<file path="config.mk">
export PLATFORM = sky130hd
export DESIGN_NAME = prog_addr_seq
export DESIGN_NICKNAME = d
export VERILOG_FILES = /design/src/rtl/paddr_pkg.sv /design/src/rtl/paddr_next.sv /design/src/rtl/paddr_save_stack.sv /design/src/rtl/prog_addr_seq.sv
export SDC_FILE = /design/constraint.sdc
export NUM_CORES = 1
export LEC_CHECK = 0
export CORE_AREA = 4 4 79 59
export CTS_CLUSTER_SIZE = 25
export DETAILED_ROUTE_END_ITERATION = 12
export DIE_AREA = 0 0 83 63
export GPL_TIMING_DRIVEN = 0
export PLACE_DENSITY = 0.66
export SLEW_MARGIN = 40
export SYNTH_ARGS = -nofsm -noshare
export SYNTH_HDL_FRONTEND = slang
export SYNTH_HIERARCHICAL = 1
export SYNTH_SLANG_ARGS = --single-unit
</file>
<file path="constraint.sdc">
create_clock -name clk_i -period 2.1 [get_ports clk_i]
set_input_delay 0.42 -clock clk_i [delete_from_list [all_inputs] [get_ports clk_i]]
set_output_delay 0.42 -clock clk_i [all_outputs]
set_load 0.05 [all_outputs]
</file>
<file path="src/rtl/paddr_pkg.sv">
package paddr_pkg;
    typedef enum logic [2:0] {
        PC_SEQ  = 3'd0,
        PC_LONG = 3'd1,
        PC_PAGE = 3'd2,
        PC_CALL = 3'd3,
        PC_RET  = 3'd4
    } pc_cmd_e;
endpackage

</file>
<file path="src/rtl/paddr_next.sv">
module paddr_next
    import paddr_pkg::*;
#(
    parameter int PAGE_W = 3,
    parameter int OFF_W  = 6,
    localparam int ADDR_W = PAGE_W + OFF_W
) (
    input  logic              step_i,
    input  logic [2:0]        cmd_i,
    input  logic [ADDR_W-1:0] pc_i,
    input  logic [ADDR_W-1:0] target_i,
    input  logic [ADDR_W-1:0] top_i,
    output logic [ADDR_W-1:0] pc_next_o,
    output logic [ADDR_W-1:0] ret_addr_o,
    output logic              push_o,
    output logic              pop_o
);
    logic [ADDR_W-1:0] incr;

    always_comb begin
        incr       = pc_i + ADDR_W'(1);
        ret_addr_o = incr;
        push_o     = 1'b0;
        pop_o      = 1'b0;
        pc_next_o  = pc_i;
        if (step_i) begin
            case (cmd_i)
                PC_LONG: pc_next_o = target_i;
                PC_PAGE: pc_next_o = {pc_i[ADDR_W-1:OFF_W], target_i[OFF_W-1:0]};
                PC_CALL: begin
                    pc_next_o = target_i;
                    push_o    = 1'b1;
                end
                PC_RET: begin
                    pc_next_o = top_i;
                    pop_o     = 1'b1;
                end
                default: pc_next_o = incr;
            endcase
        end
    end
endmodule

</file>
<file path="src/rtl/paddr_save_stack.sv">
module paddr_save_stack #(
    parameter int ADDR_W = 9,
    parameter int DEPTH  = 2
) (
    input  logic              clk_i,
    input  logic              rst_i,
    input  logic              push_i,
    input  logic              pop_i,
    input  logic [ADDR_W-1:0] push_val_i,
    output logic [ADDR_W-1:0] top_o
);
    typedef struct packed {
        logic [DEPTH-1:0][ADDR_W-1:0] slot;
    } stk_t;

    stk_t stk_d, stk_q;

    always_comb begin
        stk_d = stk_q;
        if (push_i) begin
            stk_d.slot[0] = push_val_i;
            for (int i = 1; i < DEPTH; i++) stk_d.slot[i] = stk_q.slot[i-1];
        end else if (pop_i) begin
            for (int i = 0; i < DEPTH - 1; i++) stk_d.slot[i] = stk_q.slot[i+1];
        end
    end

    always_ff @(posedge clk_i) begin
        if (rst_i) stk_q <= '0;
        else       stk_q <= stk_d;
    end

    assign top_o = stk_q.slot[0];

    // a push lands on top
    a_r7_push_top: assert property (@(posedge clk_i) disable iff (rst_i)
        push_i |=> stk_q.slot[0] == $past(push_val_i));

    // the deepest entry survives a pop
    a_r9_pop_keep_last: assert property (@(posedge clk_i) disable iff (rst_i)
        (pop_i && !push_i) |=> stk_q.slot[DEPTH-1] == $past(stk_q.slot[DEPTH-1]));

    generate
        if (DEPTH > 1) begin : g_deep
            // the old top moves down on a push
            a_r7_push_shift: assert property (@(posedge clk_i) disable iff (rst_i)
                push_i |=> stk_q.slot[1] == $past(stk_q.slot[0]));
            // a pop brings the second entry up
            a_r9_pop_shift: assert property (@(posedge clk_i) disable iff (rst_i)
                (pop_i && !push_i) |=> stk_q.slot[0] == $past(stk_q.slot[1]));
        end
    endgenerate
endmodule

</file>
<file path="src/rtl/prog_addr_seq.sv">
module prog_addr_seq #(
    parameter int PAGE_W     = 3,
    parameter int OFF_W      = 6,
    parameter int SAVE_DEPTH = 2,
    localparam int ADDR_W    = PAGE_W + OFF_W
) (
    input  logic              clk_i,
    input  logic              rst_i,
    input  logic              step_i,
    input  logic [2:0]        cmd_i,
    input  logic [ADDR_W-1:0] target_i,
    output logic [ADDR_W-1:0] fetch_addr_o
);
    typedef struct packed {
        logic [ADDR_W-1:0] pc;
    } pc_reg_t;

    pc_reg_t           pc_d, pc_q;
    logic [ADDR_W-1:0] pc_next, ret_addr, stack_top;
    logic              push, pop;

    paddr_next #(.PAGE_W(PAGE_W), .OFF_W(OFF_W)) u_next (
        .step_i    (step_i),
        .cmd_i     (cmd_i),
        .pc_i      (pc_q.pc),
        .target_i  (target_i),
        .top_i     (stack_top),
        .pc_next_o (pc_next),
        .ret_addr_o(ret_addr),
        .push_o    (push),
        .pop_o     (pop)
    );

    paddr_save_stack #(.ADDR_W(ADDR_W), .DEPTH(SAVE_DEPTH)) u_stack (
        .clk_i     (clk_i),
        .rst_i     (rst_i),
        .push_i    (push),
        .pop_i     (pop),
        .push_val_i(ret_addr),
        .top_o     (stack_top)
    );

    always_comb begin
        pc_d    = pc_q;
        pc_d.pc = pc_next;
    end

    always_ff @(posedge clk_i) begin
        if (rst_i) pc_q <= '0;
        else       pc_q <= pc_d;
    end

    assign fetch_addr_o = pc_q.pc;


    a_r1_reset_zero: assert property (@(posedge clk_i) disable iff (rst_i)
        $past(rst_i) |-> fetch_addr_o == '0);


    a_r2_hold: assert property (@(posedge clk_i) disable iff (rst_i)
        !step_i |=> $stable(fetch_addr_o));


    a_r3_seq_step: assert property (@(posedge clk_i) disable iff (rst_i)
        (step_i && (cmd_i == 3'd0 || cmd_i > 3'd4)) |=>
        fetch_addr_o == ADDR_W'($past(fetch_addr_o) + ADDR_W'(1)));


    a_r5_long: assert property (@(posedge clk_i) disable iff (rst_i)
        (step_i && cmd_i == 3'd1) |=> fetch_addr_o == $past(target_i));


    a_r6_page_kept: assert property (@(posedge clk_i) disable iff (rst_i)
        (step_i && cmd_i == 3'd2) |=>
        fetch_addr_o[ADDR_W-1:OFF_W] == $past(fetch_addr_o[ADDR_W-1:OFF_W]) &&
        fetch_addr_o[OFF_W-1:0] == $past(target_i[OFF_W-1:0]));


    a_r9_return: assert property (@(posedge clk_i) disable iff (rst_i)
        (step_i && cmd_i == 3'd4) |=> fetch_addr_o == $past(stack_top));
endmodule

</file>
==> qor.yml <==
status: "finished clean"
cts_tree: "built"
synth_top_area_share_pct: 31.86
tightest_slew_ns: 0.5042
crit_arrival_ns: 1.57
crit_path_max_incr_delay_ns: 0.85
end_kind: "output pin"
yosysUniqueCellTypes: 47
placed_cell_area_um2: 1982
hold_class: "reg -> reg"
grt_usage_pct: 16.61
grt_pass1_wl_um: 7210
cts_buffer_depth: 2
syn_inst: 191
place.port_buffers: 22
drive_gt1_share_pct: 12.90
worstRegToRegCells: 6
core_area_um2: 3851
rows: 19
drc: 0
hpwlAfterDp_um: 3148
crit_cells: 1
period_share_pct: 94.86
hold_slack_ns: 0.5063
cts_buffers: 3
syn_avg_cell_area_um2: 8.883
ys_async_sr_fraction_pct: 0
cp-start-kind: "register"
seq_area_frac_synth_pct: 31.86
synth_edf_count: 0
initial_utilization_pct: 44.05
num_io_pins: 24
routabilityCongestion: 0.8491
vias_per_cell: 5.584
timing.final.ws_setup_ns: 0.1080
fin_nets: 234
dr.pass1.iters: 4
ys_ff_latch: 27
timing.final.hold_violations: 0
syn_to_final_growth_pct: 19.99
p_leak_nw: 0.8098
n_antenna_cell: 0
finalSetupViolations: 0
syn-num-nets: 207
grt_start_max_net_pins: 15
crit_family: "buffers and inverters"
drtAntennaViolNets: 0
synthesis.area_um2: 1697
postCtsSetupBuffers: 0
die_area_um2: 5229
peakVddDrop_mv: 0.2856
ys_top_cells_by_count: "27 x dfxtp_1, 23 x mux2i_1, 20 x nor2b_1"
grt-ovfl-total: 0
min_path_cells: 2
slew_viol_final: 0
finalClockSkew_ns: 0.006161
fillCellCount: 375
crit_slowest_cell: "clkdlybuf4s50_1"
die_h_um: 63
drt-total-wl_um: 4141
fin_util_pct: 52.86
critPathRequiredTime_ns: 1.68
cellPowerDensity_nw_per_um2: 536.5
synthTopCellsByArea: "dfxtp_1 32%, mux2i_1 14%, nor2b_1 7.4%"
wire_per_inst_um: 15.39
grt_pass1_vias: 1544
worstSetupPathType: "reg -> out"
finalCriticalPeriod_ns: 1.992
vias: 1502
slew_headroom_pct: 66.33
yosysWarnings: 6
cts_max_level: 1
cts_root_buffer: "clkbuf_8"
cp_max_fo: 7
yosysTopAreaCell: "dfxtp_1"
critPathBufInv: 1
path_clk_slew_ns: 0.09
insertion_delay_ns: 0.27
setup_tns_ns: 0
cp_cell_sequence: "clkdlybuf4s50_1"
die_x_um: 83
final_area_um2: 2036
placement.setup.worst_slack_ns: -0.3419
drtIter0Drc: 100
antenna_found_initial: 0
synth_top_flop_cell: "dfxtp_1"
cap_violations: 0
clock-sinks: 27
rsz0062_at_grt: "no"
synth.most_common_cell: "dfxtp_1"
maxClockFrequency_mhz: 502.0
## kinds of logic (layout without fill, tap and decap cells)
logic type,Yosys count,count (layout),synth area share [%]
AND/OR/NAND/NOR,63,63,19.40
AO/OA/AOI/OAI,44,44,19.25
flip-flops,27,27,31.86
buffers and inverters,26,52,11.43
multiplexers,24,24,14.23
XOR/XNOR,6,6,3.098
adder cells (fa/ha/maj),1,1,0.7373
## routing by layer
| layer | global-route usage [%] | wire [um] |
|---|---|---|
| met2 | 26.50 | 1937 |
| met5 | 0 | 0 |
| met3 | 4.084 | 262 |
| met4 | 3.878 | 23 |
| met1 | 22.55 | 1918 |
## report_power, final
part	leakage, nW	internal, mW	switching (mW)
sequential	0.219	0.529	0.0227
combinational	0.568	0.117	0.136
clock	0.0228	0.136	0.151
total	0.810	0.782	0.310
## layout make-up
class / instances / area [um^2] / area share, %
Buffer: 20 / 167.7 / 8.236
Clock buffer: 4 / 45.04 / 2.213
Inverter: 6 / 27.53 / 1.352
Multi-Input combinational cell: 138 / 962.2 / 47.26
Sequential cell: 27 / 540.5 / 26.55
Tap cell: 52 / 65.06 / 3.196
Timing Repair Buffer: 22 / 227.7 / 11.19
## sequential cells by signal, summed over array words and instances (netlist names)
name and flops:
fetch_addr_o 9, u_stack/top_o 9, u_stack/stk_q 9
## worst paths after layout
check	startpoint	end	slack [ns]
worst max-delay path	fetch_addr_o[4]	fetch_addr_o[4]	0.11
worst max register to register	fetch_addr_o[0]	fetch_addr_o[4]	0.34
worst min register to register	u_stack/stk_q[11]	u_stack/stk_q[11]	0.51
worst min-delay path	u_stack/stk_q[11]	u_stack/stk_q[11]	0.51
## metrics by stage
stage	instances	total power, mW
floorplan	191	0.7309
global placement	265	0.8110
detailed placement	265	0.8163
CTS	269	1.111
global route	269	1.164
finish	269	1.092
## layout by cell type (no fill, tap or decap), drive strengths merged, types with 6 or more instances in the layout
master	instances
dfxtp	27
nand2	7
mux2i	23
clkbuf	6
o21ai	7
nand3	6
a211oi	9
nor2	18
buf	18
clkdlybuf4s50	19
inv	6
nor2b	20
## repair_timing
| item | in CTS | in global routing |
|---|---|---|
| endpoints found under the setup margin | 6 | 13 |
| gates resized for setup | 1 | 3 |
| hold buffers | 0 | 0 |
Note: power is estimated with default switching activity, not from simulation.
